===== src/rtl/div_cfg_pkg.sv =====
package div_cfg_pkg;
  localparam int M_W = 9;
  localparam int N_W = 3;
  localparam int T_W = 2;
  localparam int FRAME_W = T_W + N_W + M_W;

  typedef struct packed {
    logic passPins;   // pin path transparent
    logic shiftBit;   // take one serial bit
    logic takeShift;  // copy shift register into active settings
  } cfgStrobe_t;
endpackage


===== src/rtl/cfgSync.sv =====
module cfgSync #(
  parameter int W = 1,
  parameter int STAGES = 2
) (
  input  logic         clk,
  input  logic         rstN,
  input  logic [W-1:0] din,
  output logic [W-1:0] dout
);
  logic [W-1:0] stage [STAGES];

  always_ff @(posedge clk or negedge rstN) begin
    if (!rstN) begin
      for (int i = 0; i < STAGES; i++) stage[i] <= '0;
    end else begin
      stage[0] <= din;
      for (int i = 1; i < STAGES; i++) stage[i] <= stage[i-1];
    end
  end

  assign dout = stage[STAGES-1];
endmodule


===== src/rtl/cfgControl.sv =====
module cfgControl
  import div_cfg_pkg::*;
(
  input  logic       clk,
  input  logic       rstN,
  input  logic       parS,
  input  logic       serClkS,
  input  logic       serLoadS,
  output cfgStrobe_t strobe
);
  logic serClkQ;

  always_ff @(posedge clk or negedge rstN) begin
    if (!rstN) serClkQ <= 1'b0;
    else       serClkQ <= serClkS;
  end

  always_comb begin
    strobe.passPins  = !parS;
    strobe.shiftBit  = parS && serClkS && !serClkQ;
    strobe.takeShift = parS && serLoadS;
  end
endmodule


===== src/rtl/cfgDatapath.sv =====
module cfgDatapath
  import div_cfg_pkg::*;
#(
  parameter int M_MIN = 100,
  parameter int M_MAX = 350
) (
  input  logic               clk,
  input  logic               rstN,
  input  cfgStrobe_t         strobe,
  input  logic               serDataS,
  input  logic [M_W-1:0]     mPinS,
  input  logic [N_W-1:0]     nPinS,
  input  logic               holdReset,
  input  logic               fbDivMon,
  input  logic               synthOutMon,
  output logic [FRAME_W-1:0] shiftWord,
  output logic [M_W-1:0]     mValue,
  output logic [N_W-1:0]     nCode,
  output logic [T_W-1:0]     tSel,
  output logic               testOut,
  output logic               mOutOfRange
);
  always_ff @(posedge clk or negedge rstN) begin
    if (!rstN) begin
      shiftWord <= '0;
      mValue    <= '0;
      nCode     <= '0;
      tSel      <= '0;
    end else begin
      if (strobe.shiftBit) shiftWord <= {shiftWord[FRAME_W-2:0], serDataS};
      if (strobe.passPins) begin
        mValue <= mPinS;
        nCode  <= nPinS;
      end else if (strobe.takeShift) begin
        {tSel, nCode, mValue} <= shiftWord;
      end
    end
  end

  always_comb begin
    testOut = 1'b0;
    if (!strobe.passPins && !holdReset) begin
      unique case (tSel)
        2'd0: testOut = 1'b0;
        2'd1: testOut = serDataS;
        2'd2: testOut = fbDivMon;
        default: testOut = synthOutMon;
      endcase
    end
  end

  assign mOutOfRange = (int'(mValue) < M_MIN) || (int'(mValue) > M_MAX);
endmodule


===== src/rtl/divCfgTop.sv =====
module divCfgTop
  import div_cfg_pkg::*;
#(
  parameter int SYNC_STAGES = 2,
  parameter int M_MIN = 100,
  parameter int M_MAX = 350
) (
  input  logic           clk,
  input  logic           rstN,
  input  logic           parLoadN,
  input  logic [M_W-1:0] mPin,
  input  logic [N_W-1:0] nPin,
  input  logic           serClk,
  input  logic           serData,
  input  logic           serLoad,
  input  logic           holdReset,
  input  logic           fbDivMon,
  input  logic           synthOutMon,
  output logic [M_W-1:0] mValue,
  output logic [N_W-1:0] nCode,
  output logic [T_W-1:0] tSel,
  output logic           testOut,
  output logic           mOutOfRange
);
  localparam int PIN_W = M_W + N_W;

  logic parS, serClkS, serDataS, serLoadS;
  logic [M_W-1:0] mPinS;
  logic [N_W-1:0] nPinS;
  logic [FRAME_W-1:0] shiftWord;
  cfgStrobe_t strobe;

  cfgSync #(.W(4), .STAGES(SYNC_STAGES)) i_ctlSync (
    .clk(clk), .rstN(rstN),
    .din({parLoadN, serClk, serData, serLoad}),
    .dout({parS, serClkS, serDataS, serLoadS})
  );

  cfgSync #(.W(PIN_W), .STAGES(SYNC_STAGES)) i_pinSync (
    .clk(clk), .rstN(rstN),
    .din({mPin, nPin}),
    .dout({mPinS, nPinS})
  );

  cfgControl i_ctl (
    .clk(clk), .rstN(rstN), .parS(parS), .serClkS(serClkS),
    .serLoadS(serLoadS), .strobe(strobe)
  );

  cfgDatapath #(.M_MIN(M_MIN), .M_MAX(M_MAX)) i_dp (
    .clk(clk), .rstN(rstN), .strobe(strobe), .serDataS(serDataS),
    .mPinS(mPinS), .nPinS(nPinS), .holdReset(holdReset),
    .fbDivMon(fbDivMon), .synthOutMon(synthOutMon),
    .shiftWord(shiftWord), .mValue(mValue), .nCode(nCode), .tSel(tSel),
    .testOut(testOut), .mOutOfRange(mOutOfRange)
  );
endmodule


===== config.mk =====
export PLATFORM = sky130hd
export DESIGN_NAME = divCfgTop
export DESIGN_NICKNAME = d
export VERILOG_FILES = /design/src/rtl/div_cfg_pkg.sv /design/src/rtl/cfgSync.sv /design/src/rtl/cfgControl.sv /design/src/rtl/cfgDatapath.sv /design/src/rtl/divCfgTop.sv
export SDC_FILE = /design/constraint.sdc
export NUM_CORES = 1
export LEC_CHECK = 0
export BUFFER_PORTS_ARGS = -buffer_cell sky130_fd_sc_hd__buf_2
export CORE_UTILIZATION = 46
export CTS_CLUSTER_DIAMETER = 120
export DETAILED_ROUTE_END_ITERATION = 8
export MAX_ROUTING_LAYER = met4
export PLACE_DENSITY = 0.72
export SYNTH_ARGS = -nofsm -noshare
export SYNTH_HDL_FRONTEND = slang
export SYNTH_SLANG_ARGS = --single-unit

===== constraint.sdc =====
create_clock -name clk -period 3 [get_ports clk]
set_clock_uncertainty 0.15 [all_clocks]
set_input_delay 0.75 -clock clk [delete_from_list [all_inputs] [get_ports clk]]
set_output_delay 0.75 -clock clk [all_outputs]
set_load 0.02 [all_outputs]

==> impl_metrics.xml, run 1 <==
<?xml version="1.0" encoding="UTF-8"?>
<metrics>
  <group name="run_status">
    <metric name="status" unit="">finished clean</metric>
  </group>
  <group name="global_routing">
    <metric name="grt_first_pass_wirelength" unit="um">5770</metric>
    <metric name="grt_util_all_layers" unit="%">16.4</metric>
    <metric name="grt_start_max_net_pins" unit="">62</metric>
    <metric name="first_global_vias" unit="">1216</metric>
    <metric name="grt_antenna_before_repair" unit="">0</metric>
    <metric name="grt.overflow.total" unit="">0</metric>
  </group>
  <group name="power">
    <metric name="power.static_leakage" unit="uW">0.00126</metric>
    <metric name="power_per_cell_area" unit="nW/um^2">764</metric>
    <metric name="max_vdd_drop" unit="mV">0.340</metric>
  </group>
  <group name="yosys">
    <metric name="synth_sequential_area_ratio" unit="%">72.4</metric>
    <metric name="synth_edf_count" unit="">0</metric>
    <metric name="number_of_flip_flops_and_latches_in_the_synthesized_netlist" unit="">61</metric>
    <metric name="synth_top_cell_by_area" unit="">sky130_fd_sc_hd__dfrtp_1</metric>
    <metric name="synth.top_cells.by_area" unit="">sky130_fd_sc_hd__dfrtp_1, sky130_fd_sc_hd__mux2_4, sky130_fd_sc_hd__mux2i_1</metric>
    <metric name="syn_nets" unit="">154</metric>
    <metric name="async_flop_share" unit="%">100</metric>
    <metric name="synth.top_cell.area_share" unit="%">72.4</metric>
    <metric name="dominant_cell_by_count_in_the_synthesized_netlist" unit="">sky130_fd_sc_hd__dfrtp_1</metric>
    <metric name="yosysWarnings" unit="">0</metric>
    <metric name="synthTopCellsByCount" unit="">sky130_fd_sc_hd__dfrtp_1, sky130_fd_sc_hd__a21oi_1, sky130_fd_sc_hd__mux2i_1, sky130_fd_sc_hd__nor2_1, sky130_fd_sc_hd__mux2_4</metric>
    <metric name="synth_cell_types" unit="">19</metric>
    <metric name="postSynth.topFlopCell" unit="">sky130_fd_sc_hd__dfrtp_1</metric>
    <metric name="syn-cell-area" unit="um^2">2110</metric>
    <metric name="syn-mean-instance-area" unit="um^2">15.9</metric>
    <metric name="gate_count_after_technology_mapping" unit="">133</metric>
  </group>
  <group name="cts">
    <metric name="cts-htree-levels" unit="">3</metric>
    <metric name="ctsHoldBuffers" unit="">0</metric>
    <metric name="clk_pin_slew_worst_paths" unit="ns">0.06</metric>
    <metric name="cts_buffers" unit="">9</metric>
    <metric name="cts_tree" unit="">done</metric>
    <metric name="clk_root_buffer_cell" unit="">sky130_fd_sc_hd__clkbuf_8</metric>
    <metric name="postCtsSetupRepairBufs" unit="">0</metric>
    <metric name="worstSkewPairLatency" unit="ns">0.32</metric>
    <metric name="cts-resized-gates" unit="">0</metric>
    <metric name="cts.sinks" unit="">61</metric>
    <metric name="max-clock-path-buffers" unit="">2</metric>
  </group>
  <group name="worst_setup_path">
    <metric name="worstPathRequired" unit="ns">2.10</metric>
    <metric name="worst_reg2reg_path_startpoint" unit="">i_ctlSync.dout[0]$_DFF_PN0_</metric>
    <metric name="peak_per_stage_delay_on_the_critical_path" unit="ns">0.41</metric>
    <metric name="crit_start" unit="">i_dp.mValue[3]$_DFFE_PN0P_</metric>
    <metric name="worstPathBufferInverterCount" unit="">1</metric>
    <metric name="worst_setup_path_start_kind" unit="">register</metric>
    <metric name="critPathCaptureType" unit="">primary output</metric>
    <metric name="crit_chain" unit="">o311ai_0 &gt; a21oi_1 &gt; a41oi_1 &gt; buf_2</metric>
    <metric name="critical_path_class" unit="">reg -&gt; out</metric>
    <metric name="critical_path_arrival" unit="ns">1.57</metric>
    <metric name="depth_of_the_worst_register_to_register_path" unit="">2</metric>
    <metric name="worstPathMaxFanout" unit="">4</metric>
    <metric name="path_depth" unit="">4</metric>
    <metric name="crit-reg2reg-capture" unit="">i_dp.tSel[1]$_DFFE_PN0P_</metric>
    <metric name="ff2ff_setup_slack" unit="ns">1.47</metric>
    <metric name="timing.critical_path.to" unit="">mOutOfRange</metric>
    <metric name="critical_path.slowest_cell" unit="">sky130_fd_sc_hd__dfrtp_1</metric>
    <metric name="critical-path-top-delay-family" unit="">compound AO/OA/AOI/OAI gates</metric>
  </group>
  <group name="floorplan">
    <metric name="core_area" unit="um^2">4380</metric>
    <metric name="fp.dieH" unit="um">69.7</metric>
    <metric name="std_cell_rows" unit="">24</metric>
    <metric name="dieArea" unit="um^2">4860</metric>
    <metric name="start_util" unit="%">48.1</metric>
    <metric name="die-width" unit="um">69.7</metric>
    <metric name="boundary_pins" unit="">37</metric>
  </group>
  <group name="layout">
    <metric name="multiInputGateArea" unit="um^2">541</metric>
    <metric name="layout_overhead_on_the_synthesized_area" unit="%">19.0</metric>
    <metric name="layout-drive-gt1-share" unit="%">38.0</metric>
    <metric name="fillerInstances" unit="">338</metric>
    <metric name="post-route-util" unit="%">57.3</metric>
    <metric name="antenna-diode-count" unit="">0</metric>
    <metric name="register_area" unit="um^2">1530</metric>
    <metric name="final_nets" unit="">197</metric>
  </group>
  <group name="sta">
    <metric name="maxSlewViolCount" unit="">0</metric>
    <metric name="slew_headroom" unit="%">51.4</metric>
    <metric name="fmax" unit="MHz">405</metric>
    <metric name="rsz0062_at_grt" unit="">false</metric>
    <metric name="setup_viol" unit="">0</metric>
    <metric name="min_period" unit="ns">2.47</metric>
    <metric name="report.final.hold_viol_count" unit="">0</metric>
    <metric name="layout_worst_path_cycle_share" unit="%">82.2</metric>
    <metric name="setup_tns" unit="ns">0</metric>
    <metric name="worstMarginPinSlew" unit="ns">0.728</metric>
  </group>
  <group name="placement">
    <metric name="detailedPlacementHpwl" unit="um">2130</metric>
    <metric name="buffer_ports.inserted" unit="">36</metric>
    <metric name="routabilityCongestion" unit="">0.777</metric>
  </group>
  <group name="detailed_routing">
    <metric name="route.detailed.wl_per_inst" unit="um">14.3</metric>
    <metric name="violation_count_after_the_first_detailed_route_iteration" unit="">66</metric>
    <metric name="dr_total_vias" unit="">1142</metric>
    <metric name="dr.pass1.iters" unit="">2</metric>
    <metric name="route.detailed.drc" unit="">0</metric>
    <metric name="finalWirelength" unit="um">3310</metric>
    <metric name="route.detailed.vias_per_inst" unit="">4.94</metric>
    <metric name="detail-route-antenna-nets" unit="">0</metric>
  </group>
  <group name="job">
    <metric name="drv_cap" unit="">0</metric>
  </group>
  <group name="min_path">
    <metric name="min-delay-path-class" unit="">reg -&gt; reg</metric>
  </group>
</metrics>
## through the flow
| stage | hold WS [ns] | power, uW | cells | area, um^2 | setup slack [ns] |
|---|---|---|---|---|---|
| finish | 0.197 | 1920 | 231 | 2510 | 0.533 |
| global placement | 0.181 | 1250 | 217 | 2330 | 0.752 |
| detailed placement | 0.186 | 1260 | 217 | 2330 | 0.733 |
| floorplan | 0.181 | 1170 | 133 | 2110 | 0.802 |
| global route | 0.208 | 2010 | 231 | 2510 | 0.432 |
| CTS | 0.199 | 1940 | 231 | 2510 | 0.511 |
## worst reg2reg max path, delay by kind of cell (launching register included)
kind / cells / cell delay [ns]
and+or+nand+nor: 1 / 0.18
muxes: 1 / 0.31
DFF: 1 / 0.77
## metal layers
metal,up-vias,share of wire (%),GRT usage (%)
li1,540,-,-
met1,571,42,19.1
met2,25,51,24.6
met3,6,4.7,6.54
met4,0,1.5,8.44
met5,-,0,-
## flip-flops by register name (all words and copies together), names as in the netlist, 2 cells and up
signal / cells
i_dp.shiftWord: 14
i_dp.nCode: 3
i_pinSync.dout: 12
i_ctlSync.dout: 4
i_dp.tSel: 2
i_pinSync.stage: 12
i_dp.mValue: 9
i_ctlSync.stage: 4
## worst min-delay path by stage
stage / startpoint / end / slack [ns] / cells after the start
floorplan: i_ctlSync.stage[4]$_DFF_PN0_ / i_ctlSync.dout[0]$_DFF_PN0_ / 0.18 / 0
global placement: i_pinSync.stage[12]$_DFF_PN0_ / i_pinSync.dout[0]$_DFF_PN0_ / 0.18 / 0
detailed placement: i_pinSync.stage[14]$_DFF_PN0_ / i_pinSync.dout[2]$_DFF_PN0_ / 0.19 / 0
CTS: i_pinSync.stage[12]$_DFF_PN0_ / i_pinSync.dout[0]$_DFF_PN0_ / 0.20 / 0
global route: i_pinSync.stage[12]$_DFF_PN0_ / i_pinSync.dout[0]$_DFF_PN0_ / 0.21 / 0
finish: i_pinSync.stage[22]$_DFF_PN0_ / i_pinSync.dout[10]$_DFF_PN0_ / 0.20 / 0
## report_power, final
group | total [uW] | internal, uW | switching, uW
logic | 247 | 133 | 113
clock network | 671 | 396 | 275
registers | 1000 | 922 | 78.5
total | 1920 | 1450 | 467
## cells in the final DEF (no fill, tap or decap)
cell | Yosys | final
sky130_fd_sc_hd__clkbuf_1 | 2 | 2
sky130_fd_sc_hd__dfrtp_1 | 61 | 61
sky130_fd_sc_hd__buf_4 | 2 | 2
sky130_fd_sc_hd__nor2_1 | 12 | 12
sky130_fd_sc_hd__nand2b_1 | 1 | 1
sky130_fd_sc_hd__o311ai_0 | 1 | 1
sky130_fd_sc_hd__nand2_1 | 3 | 3
sky130_fd_sc_hd__buf_2 | 0 | 36
sky130_fd_sc_hd__clkbuf_8 | 0 | 10
sky130_fd_sc_hd__mux2_4 | 10 | 10
sky130_fd_sc_hd__a41oi_1 | 1 | 1
sky130_fd_sc_hd__clkinv_2 | 0 | 1
sky130_fd_sc_hd__mux2_2 | 7 | 7
sky130_fd_sc_hd__a21oi_1 | 14 | 14
sky130_fd_sc_hd__nand3b_1 | 1 | 1
sky130_fd_sc_hd__nand3b_4 | 1 | 1
sky130_fd_sc_hd__mux2i_1 | 12 | 12
sky130_fd_sc_hd__bufinv_16 | 0 | 1
sky130_fd_sc_hd__nand3_1 | 1 | 1
sky130_fd_sc_hd__inv_1 | 1 | 1
sky130_fd_sc_hd__and4_1 | 1 | 1
## final cells by class
class	count	area share [%]
well taps	52	2.59
repair buffers	38	7.77
inverters	1	0.149
flip-flops and latches	61	60.8
clock buffers	12	5.78
multi-input cells	65	21.5
clock inverters	2	1.40
## cells by family after synthesis
logic type | count (synthesis) | synth area share, %
flops | 61 | 72.4
compound gates | 16 | 4.15
simple gates | 20 | 4.92
buf+inv | 7 | 2.02
mux | 29 | 16.5
Note: power is estimated with default switching activity, not from simulation.
==> inputs of run 2 (changes only) <==
==> constraint.sdc (replaced) <==
create_clock -name clk -period 2.6 [get_ports clk]
set_clock_uncertainty 0.15 [all_clocks]
set_input_delay 0.65 -clock clk [delete_from_list [all_inputs] [get_ports clk]]
set_output_delay 0.65 -clock clk [all_outputs]
set_load 0.02 [all_outputs]
==> impl_metrics.xml, run 2 (synthesized netlist as in run 1, its figures left out) <==
<?xml version="1.0" encoding="UTF-8"?>
<metrics>
  <group name="layout">
    <metric name="regMostFlops" unit="">i_dp.shiftWord</metric>
    <metric name="final_common_cell" unit="">sky130_fd_sc_hd__dfrtp_1</metric>
    <metric name="final_cell_mix" unit="">sky130_fd_sc_hd__dfrtp_1, sky130_fd_sc_hd__buf_2, sky130_fd_sc_hd__a21oi_1</metric>
    <metric name="fillerInstances" unit="">342</metric>
    <metric name="largest_register_ff_count" unit="">14</metric>
    <metric name="final_nets" unit="">197</metric>
    <metric name="fin_area" unit="um^2">2570</metric>
    <metric name="layout_overhead_on_the_synthesized_area" unit="%">21.9</metric>
    <metric name="layout-drive-gt1-share" unit="%">38.9</metric>
    <metric name="antenna-diode-count" unit="">0</metric>
  </group>
  <group name="cts">
    <metric name="worstSkewPairLatency" unit="ns">0.33</metric>
    <metric name="cts_tree" unit="">done</metric>
    <metric name="cts-htree-levels" unit="">3</metric>
    <metric name="cts-resized-gates" unit="">0</metric>
    <metric name="clk_pin_slew_worst_paths" unit="ns">0.06</metric>
    <metric name="cts.sinks" unit="">61</metric>
    <metric name="max-clock-path-buffers" unit="">2</metric>
    <metric name="clk_root_buffer_cell" unit="">sky130_fd_sc_hd__clkbuf_8</metric>
    <metric name="postCtsSetupRepairBufs" unit="">0</metric>
    <metric name="ctsHoldBuffers" unit="">0</metric>
    <metric name="cts_buffers" unit="">9</metric>
  </group>
  <group name="detailed_routing">
    <metric name="route.detailed.drc" unit="">0</metric>
    <metric name="violation_count_after_the_first_detailed_route_iteration" unit="">99</metric>
    <metric name="detail-route-antenna-nets" unit="">0</metric>
    <metric name="route.detailed.vias_per_inst" unit="">4.88</metric>
    <metric name="dr_total_vias" unit="">1133</metric>
    <metric name="dr.pass1.iters" unit="">4</metric>
    <metric name="finalWirelength" unit="um">3380</metric>
    <metric name="route.detailed.wl_per_inst" unit="um">14.6</metric>
  </group>
  <group name="sta">
    <metric name="setup_viol" unit="">0</metric>
    <metric name="slew_headroom" unit="%">52.7</metric>
    <metric name="maxSlewViolCount" unit="">0</metric>
    <metric name="setup_tns" unit="ns">0</metric>
    <metric name="layout_worst_path_cycle_share" unit="%">93.2</metric>
    <metric name="worstMarginPinSlew" unit="ns">0.709</metric>
    <metric name="fmax" unit="MHz">412</metric>
    <metric name="rsz0062_at_grt" unit="">false</metric>
    <metric name="report.final.hold_viol_count" unit="">0</metric>
    <metric name="min_period" unit="ns">2.42</metric>
  </group>
  <group name="floorplan">
    <metric name="die-width" unit="um">69.7</metric>
    <metric name="core_area" unit="um^2">4380</metric>
    <metric name="fp.dieH" unit="um">69.7</metric>
    <metric name="std_cell_rows" unit="">24</metric>
    <metric name="start_util" unit="%">48.1</metric>
    <metric name="boundary_pins" unit="">37</metric>
    <metric name="dieArea" unit="um^2">4860</metric>
  </group>
  <group name="worst_setup_path">
    <metric name="ff2ff_setup_slack" unit="ns">1.04</metric>
    <metric name="critical_path_arrival" unit="ns">1.62</metric>
    <metric name="worst_setup_path_start_kind" unit="">register</metric>
    <metric name="critical_path_class" unit="">reg -&gt; out</metric>
    <metric name="critPathCaptureType" unit="">primary output</metric>
    <metric name="worstPathMaxFanout" unit="">4</metric>
    <metric name="worstPathRequired" unit="ns">1.80</metric>
  </group>
  <group name="power">
    <metric name="internal-power" unit="uW">1850</metric>
    <metric name="power_per_cell_area" unit="nW/um^2">938</metric>
    <metric name="p_clk_share" unit="%">40.0</metric>
    <metric name="power_frac_comb" unit="%">12.1</metric>
    <metric name="net_switching_fraction_of_the_power" unit="%">23.4</metric>
    <metric name="power.static_leakage" unit="uW">0.00129</metric>
    <metric name="switchingPower" unit="uW">564</metric>
    <metric name="p_seq_share" unit="%">47.9</metric>
    <metric name="power.total" unit="uW">2410</metric>
    <metric name="max_vdd_drop" unit="mV">0.434</metric>
  </group>
  <group name="global_routing">
    <metric name="grt.overflow.total" unit="">0</metric>
    <metric name="grt_busiest_layer" unit="">met2</metric>
    <metric name="grt_util_met2" unit="%">24.7</metric>
    <metric name="global_route.usage.met3" unit="%">8.14</metric>
    <metric name="grt_start_max_net_pins" unit="">36</metric>
    <metric name="grtUsageMet1" unit="%">19.6</metric>
    <metric name="first_global_vias" unit="">1241</metric>
    <metric name="grt_first_pass_wirelength" unit="um">5840</metric>
    <metric name="grt_antenna_before_repair" unit="">0</metric>
    <metric name="grt_util_all_layers" unit="%">17.1</metric>
  </group>
  <group name="placement">
    <metric name="detailedPlacementHpwl" unit="um">2240</metric>
    <metric name="buffer_ports.inserted" unit="">36</metric>
    <metric name="placedInstanceArea" unit="um^2">2340</metric>
    <metric name="routabilityCongestion" unit="">0.783</metric>
  </group>
  <group name="job">
    <metric name="drv_cap" unit="">0</metric>
  </group>
  <group name="run_status">
    <metric name="status" unit="">finished clean</metric>
  </group>
  <group name="min_path">
    <metric name="min-delay-path-class" unit="">in -&gt; async</metric>
  </group>
</metrics>
[run 2: worst paths after layout]
kind	cells past startpoint	from	to
max	4	i_dp.mValue[4]$_DFFE_PN0P_	mOutOfRange
min reg2reg	0	i_ctlSync.stage[4]$_DFF_PN0_	i_ctlSync.dout[0]$_DFF_PN0_
min	1	rstN	i_ctlSync.stage[6]$_DFF_PN0_
max in group asynchronous	2	rstN	i_dp.nCode[1]$_DFFE_PN0P_
min in group clk	0	i_ctlSync.stage[4]$_DFF_PN0_	i_ctlSync.dout[0]$_DFF_PN0_
max reg2reg	2	i_ctlSync.dout[0]$_DFF_PN0_	i_dp.tSel[1]$_DFFE_PN0P_
[run 2: metrics by stage]
step           std cells  setup WS [ns]  hold WS [ns]  utilization (%)
2_1_floorplan        133          0.502         0.181                -
3_5_place_dp         217          0.485         0.185             53.5
6_report             232          0.176         0.185             58.6
3_3_place_gp         217          0.552         0.182             53.5
5_1_grt              232          0.113         0.205             58.6
4_1_cts              232          0.161         0.196             58.6
[run 2: critical path, stage by stage (launching register included)]
cell                       delay [ns]
sky130_fd_sc_hd__dfrtp_1         0.41
sky130_fd_sc_hd__o311ai_0        0.38
sky130_fd_sc_hd__a21oi_1         0.12
sky130_fd_sc_hd__a41oi_1         0.19
sky130_fd_sc_hd__buf_2           0.20
[run 2: area by class of cell]
| type | count | area, um^2 | share of cell area (%) |
|---|---|---|---|
| Sequential cell | 61 | 1530 | 59.4 |
| Multi-Input combinational cell | 65 | 541 | 21.0 |
| Timing Repair Buffer | 38 | 208 | 8.08 |
| Clock buffer | 10 | 128 | 4.96 |
| Clock inverter | 5 | 100 | 3.89 |
| Tap cell | 52 | 65.1 | 2.53 |
| Inverter | 1 | 3.75 | 0.146 |
[run 2: layer usage]
layer / wire length [um] / share of wire (%)
met1: 1480 / 44
met2: 1630 / 48
met3: 193 / 5.7
met4: 74 / 2.2
met5: 0 / 0
[run 2: power groups by stage]
stage               combinational, uW  clock, uW  sequential, uW
floorplan                         172          0            1180
global placement                  284          0            1160
detailed placement                295          0            1170
CTS                               296        986            1150
global route                      320       1030            1170
finish                            292        965            1150
==> inputs of run 3 (changes only) <==
--- a/config.mk
+++ b/config.mk
@@ -5,12 +5,14 @@
 export SDC_FILE = /design/constraint.sdc
 export NUM_CORES = 1
 export LEC_CHECK = 0
+export ABC_AREA = 1
 export BUFFER_PORTS_ARGS = -buffer_cell sky130_fd_sc_hd__buf_2
 export CORE_UTILIZATION = 46
 export CTS_CLUSTER_DIAMETER = 120
 export DETAILED_ROUTE_END_ITERATION = 8
 export MAX_ROUTING_LAYER = met4
-export PLACE_DENSITY = 0.72
+export PLACE_DENSITY = 0.71
 export SYNTH_ARGS = -nofsm -noshare
 export SYNTH_HDL_FRONTEND = slang
+export SYNTH_HIERARCHICAL = 1
 export SYNTH_SLANG_ARGS = --single-unit
==> impl_metrics.xml, run 3 <==
<?xml version="1.0" encoding="UTF-8"?>
<metrics>
  <group name="run_status">
    <metric name="status" unit="">finished clean</metric>
  </group>
  <group name="worst_setup_path">
    <metric name="ff2ff_setup_slack" unit="ns">0.84</metric>
    <metric name="worstPathRequired" unit="ns">1.80</metric>
    <metric name="critical_path_arrival" unit="ns">1.54</metric>
    <metric name="path_depth" unit="">5</metric>
    <metric name="critPathCaptureType" unit="">primary output</metric>
    <metric name="worst_setup_path_start_kind" unit="">register</metric>
    <metric name="critical-path-top-delay-family" unit="">buffers and inverters</metric>
    <metric name="crit_start" unit="">i_ctlSync/dout[3]$_DFF_PN0_</metric>
    <metric name="worst_reg2reg_path_startpoint" unit="">i_ctlSync/dout[3]$_DFF_PN0_</metric>
    <metric name="crit_chain" unit="">inv_1 &gt; nor2_1 &gt; o21ai_0 &gt; nor3_1 &gt; buf_2</metric>
    <metric name="depth_of_the_worst_register_to_register_path" unit="">4</metric>
    <metric name="worstPathMaxFanout" unit="">15</metric>
    <metric name="critical_path.slowest_cell" unit="">sky130_fd_sc_hd__inv_1</metric>
    <metric name="worstPathBufferInverterCount" unit="">2</metric>
    <metric name="peak_per_stage_delay_on_the_critical_path" unit="ns">0.44</metric>
    <metric name="timing.critical_path.to" unit="">testOut</metric>
    <metric name="critical_path_class" unit="">reg -&gt; out</metric>
    <metric name="crit-reg2reg-capture" unit="">i_dp/mValue[4]$_DFFE_PN0P_</metric>
  </group>
  <group name="yosys">
    <metric name="synth_top_cell_by_area" unit="">sky130_fd_sc_hd__dfrtp_1</metric>
    <metric name="number_of_flip_flops_and_latches_in_the_synthesized_netlist" unit="">61</metric>
    <metric name="synthTopCellsByCount" unit="">sky130_fd_sc_hd__dfrtp_1, sky130_fd_sc_hd__nand2_1, sky130_fd_sc_hd__buf_4</metric>
    <metric name="synth_edf_count" unit="">0</metric>
    <metric name="syn-mean-instance-area" unit="um^2">11.2</metric>
    <metric name="synth_sequential_area_ratio" unit="%">66.9</metric>
    <metric name="synth.top_cells.by_area" unit="">sky130_fd_sc_hd__dfrtp_1, sky130_fd_sc_hd__nand2_1, sky130_fd_sc_hd__buf_4</metric>
    <metric name="gate_count_after_technology_mapping" unit="">204</metric>
    <metric name="yosysWarnings" unit="">6</metric>
    <metric name="postSynth.topFlopCell" unit="">sky130_fd_sc_hd__dfrtp_1</metric>
    <metric name="dominant_cell_by_count_in_the_synthesized_netlist" unit="">sky130_fd_sc_hd__dfrtp_1</metric>
    <metric name="syn-cell-area" unit="um^2">2280</metric>
    <metric name="synth_cell_types" unit="">17</metric>
    <metric name="async_flop_share" unit="%">100</metric>
    <metric name="synth.top_cell.area_share" unit="%">66.9</metric>
    <metric name="syn_nets" unit="">225</metric>
  </group>
  <group name="layout">
    <metric name="largest_register_ff_count" unit="">14</metric>
    <metric name="final_cell_mix" unit="">sky130_fd_sc_hd__dfrtp_1, sky130_fd_sc_hd__nand2_1, sky130_fd_sc_hd__buf_2</metric>
    <metric name="final_nets" unit="">252</metric>
    <metric name="layout_overhead_on_the_synthesized_area" unit="%">13.6</metric>
    <metric name="regMostFlops" unit="">i_dp/shiftWord</metric>
    <metric name="fin_area" unit="um^2">2590</metric>
    <metric name="antenna-diode-count" unit="">0</metric>
    <metric name="final_common_cell" unit="">sky130_fd_sc_hd__dfrtp_1</metric>
    <metric name="final_cell_count_no_fill" unit="">301</metric>
    <metric name="layout-drive-gt1-share" unit="%">32.5</metric>
  </group>
  <group name="placement">
    <metric name="placedInstanceArea" unit="um^2">2410</metric>
    <metric name="placed_cells_incl_taps" unit="">287</metric>
    <metric name="routabilityCongestion" unit="">0.715</metric>
    <metric name="buffer_ports.inserted" unit="">36</metric>
  </group>
  <group name="cts">
    <metric name="clk_root_buffer_cell" unit="">sky130_fd_sc_hd__clkbuf_8</metric>
    <metric name="ctsHoldBuffers" unit="">0</metric>
    <metric name="cts_tree" unit="">done</metric>
    <metric name="cts.sinks" unit="">61</metric>
    <metric name="max-clock-path-buffers" unit="">2</metric>
    <metric name="clk_pin_slew_worst_paths" unit="ns">0.06</metric>
    <metric name="cts_buffers" unit="">9</metric>
    <metric name="postCtsSetupRepairBufs" unit="">0</metric>
    <metric name="worstSkewPairLatency" unit="ns">0.31</metric>
    <metric name="cts-resized-gates" unit="">0</metric>
    <metric name="cts-htree-levels" unit="">3</metric>
  </group>
  <group name="floorplan">
    <metric name="boundary_pins" unit="">37</metric>
    <metric name="start_util" unit="%">48.0</metric>
    <metric name="std_cell_rows" unit="">25</metric>
    <metric name="fp.dieH" unit="um">72.4</metric>
    <metric name="core_area" unit="um^2">4750</metric>
    <metric name="dieArea" unit="um^2">5240</metric>
    <metric name="die-width" unit="um">72.4</metric>
  </group>
  <group name="detailed_routing">
    <metric name="route.detailed.vias_per_inst" unit="">4.34</metric>
    <metric name="finalWirelength" unit="um">3300</metric>
    <metric name="violation_count_after_the_first_detailed_route_iteration" unit="">55</metric>
    <metric name="detail-route-antenna-nets" unit="">0</metric>
    <metric name="route.detailed.drc" unit="">0</metric>
    <metric name="dr_total_vias" unit="">1305</metric>
    <metric name="route.detailed.wl_per_inst" unit="um">11.0</metric>
    <metric name="dr.pass1.iters" unit="">5</metric>
  </group>
  <group name="power">
    <metric name="power.static_leakage" unit="uW">0.00129</metric>
    <metric name="net_switching_fraction_of_the_power" unit="%">25.3</metric>
    <metric name="switchingPower" unit="uW">539</metric>
    <metric name="p_clk_share" unit="%">35.1</metric>
    <metric name="power_per_cell_area" unit="nW/um^2">821</metric>
    <metric name="p_seq_share" unit="%">52.9</metric>
    <metric name="max_vdd_drop" unit="mV">0.405</metric>
    <metric name="power_frac_comb" unit="%">12.0</metric>
    <metric name="internal-power" unit="uW">1590</metric>
    <metric name="power.total" unit="uW">2130</metric>
  </group>
  <group name="global_routing">
    <metric name="grt_first_pass_wirelength" unit="um">5550</metric>
    <metric name="first_global_vias" unit="">1258</metric>
    <metric name="grtUsageMet1" unit="%">17.8</metric>
    <metric name="grt.overflow.total" unit="">0</metric>
    <metric name="grt_busiest_layer" unit="">met2</metric>
    <metric name="grt_start_max_net_pins" unit="">37</metric>
    <metric name="grt_antenna_before_repair" unit="">0</metric>
    <metric name="grt_util_all_layers" unit="%">15.0</metric>
    <metric name="global_route.usage.met3" unit="%">4.58</metric>
    <metric name="grt_util_met2" unit="%">22.2</metric>
  </group>
  <group name="sta">
    <metric name="slew_headroom" unit="%">50.9</metric>
    <metric name="layout_worst_path_cycle_share" unit="%">90.2</metric>
    <metric name="setup_tns" unit="ns">0</metric>
    <metric name="maxSlewViolCount" unit="">0</metric>
    <metric name="worstMarginPinSlew" unit="ns">0.735</metric>
    <metric name="report.final.hold_viol_count" unit="">0</metric>
    <metric name="fmax" unit="MHz">426</metric>
    <metric name="holdWs" unit="ns">0.193</metric>
    <metric name="rsz0062_at_grt" unit="">false</metric>
    <metric name="min_period" unit="ns">2.34</metric>
    <metric name="setup_viol" unit="">0</metric>
  </group>
  <group name="min_path">
    <metric name="min-delay-path-class" unit="">in -&gt; async</metric>
  </group>
  <group name="job">
    <metric name="drv_cap" unit="">0</metric>
  </group>
</metrics>
run 3: cell count changes in the layout (fill, tap and decap cells not counted), moves of 4 or more:
cell / change
sky130_fd_sc_hd__o21ai_1: +4
sky130_fd_sc_hd__mux2_4: -10
sky130_fd_sc_hd__o21ai_0: +6
sky130_fd_sc_hd__clkbuf_8: +4
sky130_fd_sc_hd__nand3_2: +10
sky130_fd_sc_hd__mux2i_1: -12
sky130_fd_sc_hd__nand2_1: +42
sky130_fd_sc_hd__inv_1: +14
sky130_fd_sc_hd__a21oi_1: -7
sky130_fd_sc_hd__mux2_2: -7
sky130_fd_sc_hd__nand2_2: +10
run 3: power by group through the flow:
stage               clock network [uW]  registers [uW]  logic [uW]
floorplan                            0            1160         153
global placement                     0            1140         253
detailed placement                   0            1140         257
CTS                                775            1130         259
global route                       817            1140         284
finish                             746            1130         255
run 3: how the worst min path moves through the flow:
stage | endpoint | slack (ns) | start | cells past startpoint
after floorplan | i_ctlSync/dout[0]$_DFF_PN0_ | 0.18 | i_ctlSync/stage[4]$_DFF_PN0_ | 0
after global placement | i_pinSync/dout[2]$_DFF_PN0_ | 0.18 | i_pinSync/stage[14]$_DFF_PN0_ | 0
after detailed placement | i_ctlSync/dout[1]$_DFF_PN0_ | 0.18 | i_ctlSync/stage[5]$_DFF_PN0_ | 0
after CTS | i_dp/mValue[2]$_DFFE_PN0P_ | 0.19 | rstN | 1
after global routing | i_ctlSync/dout[2]$_DFF_PN0_ | 0.20 | i_ctlSync/stage[6]$_DFF_PN0_ | 0
final | i_dp/mValue[7]$_DFFE_PN0P_ | 0.19 | rstN | 1
run 3: metal layers:
layer	vias up	wire length, um
met3	2	98
met2	22	1670
li1	666	-
met1	615	1510
met4	0	19
met5	-	0
run 3: final cells by class:
class / instances / area, um^2
clock buffers: 13 / 179
clock inverters: 1 / 5.00
fillers: 441 / 2160
inverters: 15 / 56.3
multi-input cells: 106 / 533
flip-flops and latches: 61 / 1530
well taps: 67 / 83.8
repair buffers: 38 / 208
run 3: cells by family (layout without fill, tap and decap cells):
group / Yosys count / in the layout / share of synthesized area [%]
AO/OA/AOI/OAI: 19 / 19 / 4.50
flip-flops: 61 / 61 / 66.9
AND/OR/NAND/NOR: 87 / 87 / 18.9
buffers and inverters: 37 / 67 / 9.71
run 3: worst reg2reg max path: cells and delay by family, from the launching register on:
kind / cells / cell delay, ns
and+or+nand+nor: 3 / 0.92
buffers and inverters: 1 / 0.27
DFF: 1 / 0.36
run 3: per-stage QoR:
stage               setup slack (ns)  utilization (%)
global placement               0.609             50.6
detailed placement             0.588             50.6
floorplan                      0.548                -
global route                  0.0859             54.5
finish                         0.255             54.5
CTS                            0.242             54.5
